### src/rtl/fifo_irq_pkg.sv
package fifo_irq_pkg;
  typedef logic [31:0] word_t;

  localparam int NSRC = 3;
  localparam int SRC_RX_HI = 0;
  localparam int SRC_TX_LO = 1;
  localparam int SRC_DONE  = 2;

  // Register bit position of each interrupt source; shared by status and enable.
  function automatic int src_bit(int idx);
    case (idx)
      SRC_RX_HI: return 4;
      SRC_TX_LO: return 12;
      default:   return 16;
    endcase
  endfunction

  localparam int LVL_RX_LSB = 0;
  localparam int LVL_TX_LSB = 16;
endpackage

### src/rtl/byte_fifo.sv
module byte_fifo #(
  parameter int DEPTH = 64,
  parameter int DW    = 8
) (
  input  logic                         clk_i,
  input  logic                         rst_ni,
  input  logic                         flush_i,
  input  logic                         push_i,
  input  logic [DW-1:0]                wdata_i,
  input  logic                         pop_i,
  output logic [DW-1:0]                rdata_o,
  output logic [$clog2(DEPTH+1)-1:0]   count_o,
  output logic                         full_o,
  output logic                         empty_o
);
  localparam int AW = $clog2(DEPTH);
  localparam int CW = $clog2(DEPTH + 1);

  logic [DW-1:0] mem_q [DEPTH];
  logic [AW-1:0] wr_ptr_q, rd_ptr_q;
  logic [CW-1:0] cnt_q;
  logic          do_push, do_pop;

  function automatic logic [AW-1:0] ptr_inc(logic [AW-1:0] p);
    return (p == AW'(DEPTH - 1)) ? '0 : p + 1'b1;
  endfunction

  assign full_o  = (cnt_q == CW'(DEPTH));
  assign empty_o = (cnt_q == '0);
  assign do_push = push_i & ~full_o & ~flush_i;
  assign do_pop  = pop_i & ~empty_o & ~flush_i;

  always_ff @(posedge clk_i or negedge rst_ni) begin
    if (!rst_ni) begin
      wr_ptr_q <= '0;
      rd_ptr_q <= '0;
      cnt_q    <= '0;
    end else if (flush_i) begin
      wr_ptr_q <= '0;
      rd_ptr_q <= '0;
      cnt_q    <= '0;
    end else begin
      if (do_push) wr_ptr_q <= ptr_inc(wr_ptr_q);
      if (do_pop)  rd_ptr_q <= ptr_inc(rd_ptr_q);
      case ({do_push, do_pop})
        2'b10:   cnt_q <= cnt_q + 1'b1;
        2'b01:   cnt_q <= cnt_q - 1'b1;
        default: cnt_q <= cnt_q;
      endcase
    end
  end

  always_ff @(posedge clk_i) begin
    if (do_push) mem_q[wr_ptr_q] <= wdata_i;
  end

  assign rdata_o = empty_o ? '0 : mem_q[rd_ptr_q];
  assign count_o = cnt_q;

  a_r1_count_bound: assert property (@(posedge clk_i) disable iff (!rst_ni)
    cnt_q <= CW'(DEPTH));

  a_r2_no_overflow: assert property (@(posedge clk_i) disable iff (!rst_ni)
    full_o && push_i && !pop_i && !flush_i |=> full_o);

  a_r3_no_underflow: assert property (@(posedge clk_i) disable iff (!rst_ni)
    empty_o && pop_i && !push_i && !flush_i |=> empty_o && rdata_o == '0);

  a_r9_flush_empties: assert property (@(posedge clk_i) disable iff (!rst_ni)
    flush_i |=> empty_o);
endmodule

### src/rtl/irq_status.sv
module irq_status
  import fifo_irq_pkg::*;
(
  input  logic            clk_i,
  input  logic            rst_ni,
  input  logic [NSRC-1:0] set_i,
  input  word_t           wdata_i,
  input  logic            w1c_i,
  input  logic            ien_we_i,
  output word_t           sts_o,
  output word_t           ien_o,
  output logic            irq_o
);
  logic [NSRC-1:0] sts_q, ien_q;
  logic            unused_wdata;

  assign unused_wdata = ^wdata_i;

  for (genvar g = 0; g < NSRC; g++) begin : g_src
    localparam int P = src_bit(g);
    logic clr;
    assign clr = w1c_i & wdata_i[P];

    // Set has priority over clear so a still-present condition is not lost.
    always_ff @(posedge clk_i or negedge rst_ni) begin
      if (!rst_ni) sts_q[g] <= 1'b0;
      else         sts_q[g] <= set_i[g] | (sts_q[g] & ~clr);
    end

    always_ff @(posedge clk_i or negedge rst_ni) begin
      if (!rst_ni)       ien_q[g] <= 1'b0;
      else if (ien_we_i) ien_q[g] <= wdata_i[P];
    end

    a_r8_w1c_clears: assert property (@(posedge clk_i) disable iff (!rst_ni)
      clr && !set_i[g] |=> !sts_q[g]);

    a_r8_sticky: assert property (@(posedge clk_i) disable iff (!rst_ni)
      sts_q[g] && !clr |=> sts_q[g]);

    a_r8_set_wins: assert property (@(posedge clk_i) disable iff (!rst_ni)
      set_i[g] |=> sts_q[g]);
  end

  always_comb begin
    sts_o = '0;
    ien_o = '0;
    for (int i = 0; i < NSRC; i++) begin
      sts_o[src_bit(i)] = sts_q[i];
      ien_o[src_bit(i)] = ien_q[i];
    end
  end

  assign irq_o = |(sts_q & ien_q);
endmodule

### src/rtl/byte_fifo_pair_irq.sv
module byte_fifo_pair_irq
  import fifo_irq_pkg::*;
#(
  parameter int DEPTH = 64,
  parameter int DW    = 8
) (
  input  logic          clk_i,
  input  logic          rst_ni,
  input  logic          tx_wr_i,
  input  logic [DW-1:0] tx_wdata_i,
  input  logic          tx_rd_i,
  output logic [DW-1:0] tx_rdata_o,
  input  logic          rx_wr_i,
  input  logic [DW-1:0] rx_wdata_i,
  input  logic          rx_rd_i,
  output logic [DW-1:0] rx_rdata_o,
  input  logic          tx_flush_i,
  input  logic          rx_flush_i,
  input  logic          xfer_done_i,
  input  logic [31:0]   reg_wdata_i,
  input  logic          sts_w1c_i,
  input  logic          ien_we_i,
  output logic [31:0]   sts_o,
  output logic [31:0]   ien_o,
  output logic [31:0]   level_o,
  output logic          irq_o
);
  localparam int CW    = $clog2(DEPTH + 1);
  localparam int RX_HI = (DEPTH * 3) / 4;
  localparam int TX_LO = DEPTH / 4;

  logic [CW-1:0]   tx_cnt, rx_cnt;
  logic            tx_full, tx_empty, rx_full, rx_empty;
  logic [NSRC-1:0] src_set;
  logic            unused_flags;

  assign unused_flags = tx_full ^ tx_empty ^ rx_full ^ rx_empty;

  byte_fifo #(.DEPTH(DEPTH), .DW(DW)) u_tx_fifo (
    .clk_i   (clk_i),
    .rst_ni  (rst_ni),
    .flush_i (tx_flush_i),
    .push_i  (tx_wr_i),
    .wdata_i (tx_wdata_i),
    .pop_i   (tx_rd_i),
    .rdata_o (tx_rdata_o),
    .count_o (tx_cnt),
    .full_o  (tx_full),
    .empty_o (tx_empty)
  );

  byte_fifo #(.DEPTH(DEPTH), .DW(DW)) u_rx_fifo (
    .clk_i   (clk_i),
    .rst_ni  (rst_ni),
    .flush_i (rx_flush_i),
    .push_i  (rx_wr_i),
    .wdata_i (rx_wdata_i),
    .pop_i   (rx_rd_i),
    .rdata_o (rx_rdata_o),
    .count_o (rx_cnt),
    .full_o  (rx_full),
    .empty_o (rx_empty)
  );

  always_comb begin
    src_set            = '0;
    src_set[SRC_RX_HI] = (rx_cnt >= CW'(RX_HI));
    src_set[SRC_TX_LO] = (tx_cnt <= CW'(TX_LO));
    src_set[SRC_DONE]  = xfer_done_i;
  end

  irq_status u_status (
    .clk_i    (clk_i),
    .rst_ni   (rst_ni),
    .set_i    (src_set),
    .wdata_i  (reg_wdata_i),
    .w1c_i    (sts_w1c_i),
    .ien_we_i (ien_we_i),
    .sts_o    (sts_o),
    .ien_o    (ien_o),
    .irq_o    (irq_o)
  );

  always_comb begin
    level_o = '0;
    level_o[LVL_RX_LSB +: CW] = rx_cnt;
    level_o[LVL_TX_LSB +: CW] = tx_cnt;
  end

  a_r5_rx_hi_sets: assert property (@(posedge clk_i) disable iff (!rst_ni)
    level_o[LVL_RX_LSB +: CW] >= CW'(RX_HI) |=> sts_o[src_bit(SRC_RX_HI)]);

  a_r6_tx_lo_sets: assert property (@(posedge clk_i) disable iff (!rst_ni)
    level_o[LVL_TX_LSB +: CW] <= CW'(TX_LO) |=> sts_o[src_bit(SRC_TX_LO)]);

  a_r7_done_sets: assert property (@(posedge clk_i) disable iff (!rst_ni)
    xfer_done_i |=> sts_o[src_bit(SRC_DONE)]);

  a_r9_rx_flush_keeps_tx: assert property (@(posedge clk_i) disable iff (!rst_ni)
    rx_flush_i && !tx_flush_i && !tx_wr_i && !tx_rd_i |=> $stable(level_o[LVL_TX_LSB +: CW]));

  a_r11_masked_quiet: assert property (@(posedge clk_i) disable iff (!rst_ni)
    ien_o == '0 |-> !irq_o);

  a_r11_no_status_quiet: assert property (@(posedge clk_i) disable iff (!rst_ni)
    sts_o == '0 |-> !irq_o);
endmodule

### config.mk
export PLATFORM = sky130hd
export DESIGN_NAME = byte_fifo_pair_irq
export DESIGN_NICKNAME = d
export VERILOG_FILES = /design/src/rtl/fifo_irq_pkg.sv /design/src/rtl/byte_fifo.sv /design/src/rtl/irq_status.sv /design/src/rtl/byte_fifo_pair_irq.sv
export SDC_FILE = /design/constraint.sdc
export NUM_CORES = 1
export LEC_CHECK = 0
export ABC_AREA = 1
export BUFFER_PORTS_ARGS = -buffer_cell sky130_fd_sc_hd__buf_2
export CAP_MARGIN = 20
export CORE_ASPECT_RATIO = 1.75
export CORE_MARGIN = 4
export CORE_UTILIZATION = 25
export DETAILED_ROUTE_END_ITERATION = 8
export PLACE_DENSITY = 0.46
export SETUP_SLACK_MARGIN = 0.15
export SLEW_MARGIN = 20
export SYNTH_ARGS = -nofsm -noshare
export SYNTH_HDL_FRONTEND = slang
export SYNTH_SLANG_ARGS = --single-unit
### constraint.sdc
create_clock -name clk_i -period 2.95 [get_ports clk_i]
set_clock_uncertainty 0.1 [all_clocks]
set_input_delay 0.59 -clock clk_i [delete_from_list [all_inputs] [get_ports clk_i]]
set_output_delay 0.59 -clock clk_i [all_outputs]
set_load 0.05 [all_outputs]
==> results.cfg <==
[status]
outcome = finished with violations
violations = setup timing

[floorplanning]
core_mm2 = 0.174
row_count = 203
die_y_um = 562
io_pins = 172
dieArea_mm2 = 0.182
start_util_pct = 25.1
dieWidth_um = 324

[power_and_ir_drop]
power.leakage_nw = 18.6
power_per_cell_area_mw_per_mm2 = 816
ir_drop_v = 0.000710

[sta]
layout_setup_ws_ns = -0.799
setup_viol = 16
fmax_mhz = 267
hold_violations = 0
relSlewSlack_pct = 46.2
tightest_slew_ns = 0.807
period_share_pct = 127
slew_violations = 0
min_period_ns = 3.75
rsz0062_at_grt = true

[cts]
path_clk_slew_ns = 0.07
insertion_delay_ns = 0.70
root_buffer = clkbuf_16
cts_buffer_depth = 3
htreeDepth = 3
cts-buffers-inserted = 101
clkSinkCount = 1068
cts_tree = done

[setup_path]
crit_chain = buf_12, clkinv_16, buf_12, buf_16, o21ai_2, o22ai_1, buf_4, o211ai_1, nand3_2, nand3_4, a21oi_4, buf_6
critPathTopFamily = buffers and inverters
criticalPathCategory = register to output pin
endpoint_kind = output pin
cp_slowest_stage_delay_ns = 0.50
cp_max_fo = 8
crit_buf_inv = 6
crit_path_start_kind = register
required_ns = 2.26
cp_data_arrival_time_ns = 3.06
crit_path_top_delay_cell = o211ai_1
path_common_cell = buf_12

[global_route]
grt_pass1_wl_mm = 199
antenna_found_initial = 4
grt_max_degree = 65
grt_use_total_pct = 14.6
overflow = 0
grt_pass1_vias = 29500

[final_layout]
area_delta_synth_final_pct = 26.6
stdcell_area_mm2 = 0.0554
multi_input_area_mm2 = 0.0115
post_layout_nonfiller_instances = 6159
register_area_mm2 = 0.0319
nets = 3889
layout.filler_cells = 17400
drive_gt1_share_pct = 23.1

[synth]
ys_warn_count = 0
syn_inst = 3415
synth_ff_type = edfxtp_1
syn_area_mm2 = 0.0438
yosysTopAreaCell = edfxtp_1
synth_top_cell_area_share_pct = 70.2
yosysSeqAreaShare_pct = 72.7
ys_async_sr_fraction_pct = 4.12
netlist-cell-type-count = 45
syn_area_per_cell_um2 = 12.8
synth-seq-cells = 1068
synth_edf_count = 1024
synthTopCellsByArea = edfxtp_1 70%, o21ai_0 6.2%, nor2_1 5.9%, o221ai_1 4.2%, nand3_1 2.6%

[placement]
place_congestion = 0.866
place_area_mm2 = 0.0492
dp_hpwl_mm = 91.1
place_inst = 5894
port-buffer-count = 66

[job]
cap_violations = 0

[worst_hold_path]
min_path_type = input port to register

[detailed_routing]
vias = 29200
routed_wl_mm = 142
drt_iter0_markers = 2553
routedWlPerCell_um = 23.0
avgViaCountPerCell = 4.75
ant_nets = 0
drc = 0
first_pass_iters = 5
[metal layers]
metal	part of all wire (%)	GRT usage [%]	vias up	wire length, um
met5	0	0	-	0
met1	34	14.5	14700	48700
li1	-	-	13500	-
met2	56	28.3	748	78700
met3	3.0	1.73	312	4190
met4	7.2	9.92	0	10200
[metrics by stage]
step	TNS (ns)	worst slack [ns]	total power, W	utilization [%]	hold slack [ns]
2_1_floorplan	0	0.339	0.0240	-	0.194
3_3_place_gp	-2.80	-0.250	0.0287	28.2	0.389
3_5_place_dp	-2.81	-0.270	0.0288	28.2	0.398
4_1_cts	-12.13	-0.812	0.0438	30.8	0.00951
5_1_grt	-12.90	-0.857	0.0471	31.8	0.0450
6_report	-10.81	-0.799	0.0452	31.8	0.0929
[cells in the final DEF (no fill, tap or decap), types with 9 or more instances in the layout]
| master | n |
|---|---|
| clkbuf_1 | 21 |
| o21ai_1 | 46 |
| conb_1 | 76 |
| nand3_4 | 19 |
| clkinv_2 | 16 |
| bufinv_16 | 13 |
| buf_4 | 300 |
| nand3_1 | 137 |
| nand4_1 | 11 |
| nand2_2 | 9 |
| buf_8 | 18 |
| nand3_2 | 79 |
| a21oi_4 | 11 |
| o211ai_1 | 19 |
| buf_6 | 64 |
| o21ai_2 | 17 |
| buf_16 | 13 |
| o21ai_0 | 497 |
| dfrtp_1 | 38 |
| clkinv_1 | 18 |
| buf_2 | 50 |
| o221ai_2 | 35 |
| o22ai_1 | 46 |
| nor2_1 | 666 |
| nor2_2 | 20 |
| clkbuf_16 | 117 |
| inv_1 | 60 |
| o221ai_1 | 177 |
| buf_12 | 59 |
| a21oi_1 | 10 |
| edfxtp_1 | 1024 |
| nand2_1 | 101 |
| nor3_1 | 13 |
[layout make-up]
cell class / instances / share of cell area (%)
Clock inverter: 58 / 1.25
Tap cell: 2255 / 5.09
Inverter: 76 / 0.603
Antenna cell: 2 / 0.00903
Timing Repair inverter: 2 / 0.0700
Timing Repair Buffer: 528 / 10.0
Clock buffer: 125 / 4.80
Multi-Input combinational cell: 2045 / 20.7
Sequential cell: 1068 / 57.5
[where the power goes]
group          internal, W  switching [W]
registers           0.0168       0.000197
clock network      0.00756        0.00577
logic              0.00566        0.00925
[sequential cells by signal, summed over array words and instances, names as in the netlist]
register	count
u_status.ien_o	3
u_status.sts_o	3
u_rx_fifo.rd_ptr_q	6
u_tx_fifo.wr_ptr_q	6
u_tx_fifo.rd_ptr_q	6
u_rx_fifo.wr_ptr_q	6
u_tx_fifo.count_o	7
u_tx_fifo.mem_q	512
u_rx_fifo.mem_q	512
u_rx_fifo.count_o	7
[timing repair]
| item | CTS | global route |
|---|---|---|
| resized for setup | 189 | 232 |
| cloned | 10 | 20 |
| pin swaps | 55 | 130 |
| buffers inserted | 13 | 31 |
| hold buffers | 6 | 0 |
| endpoints found under the hold margin | 49 | 0 |
| endpoints found under the setup margin | 16 | 16 |
[synth_stat cells, types with 11 or more instances]
| master | instances |
|---|---|
| edfxtp_1 | 1024 |
| nor2_1 | 683 |
| o21ai_0 | 541 |
| nand3_1 | 231 |
| o221ai_1 | 212 |
| clkbuf_1 | 130 |
| nand2_1 | 101 |
| buf_4 | 86 |
| buf_2 | 63 |
| inv_1 | 61 |
| o22ai_1 | 50 |
| dfrtp_1 | 44 |
| a21oi_1 | 26 |
| o211ai_1 | 19 |
| o21ai_1 | 19 |
| nor3_1 | 13 |
| buf_1 | 12 |
| nand4_1 | 11 |
[worst min-delay path, stage by stage]
cell and delay, ns:
buf_2 0.11, nand2_1 0.05, nand2_1 0.05, nand2_1 0.04
[cells by family after synthesis]
| logic type | Yosys count | synth area share (%) |
|---|---|---|
| compound gates | 879 | 12.2 |
| mux | 3 | 0.0771 |
| fa+ha+maj | 8 | 0.229 |
| xor+xnor | 14 | 0.280 |
| simple gates | 1065 | 10.2 |
| flops | 1068 | 72.7 |
| other cells | 1 | 0.00856 |
| buf+inv | 377 | 4.31 |
[final timing paths]
path	from	to	slack, ns	depth (start not counted)
worst max-delay path	u_rx_fifo.rd_ptr_q[0]$_DFFE_PN0P_	rx_rdata_o[5]	-0.80	12
worst min-delay path	sts_w1c_i	u_status.sts_o[12]$_DFF_PN0_	0.09	4
worst max register to register	u_tx_fifo.count_o[2]$_DFFE_PN0P_	u_tx_fifo.mem_q[39][3]$_DFFE_PP_	0.38	9
worst min register to register	u_status.sts_o[12]$_DFF_PN0_	u_status.sts_o[12]$_DFF_PN0_	0.43	2
max in group asynchronous	rst_ni	u_rx_fifo.rd_ptr_q[1]$_DFFE_PN0P_	1.73	3
min in group asynchronous	rst_ni	u_tx_fifo.count_o[5]$_DFFE_PN0P_	0.45	3
No activity file was read; power rests on OpenSTA's default activity.
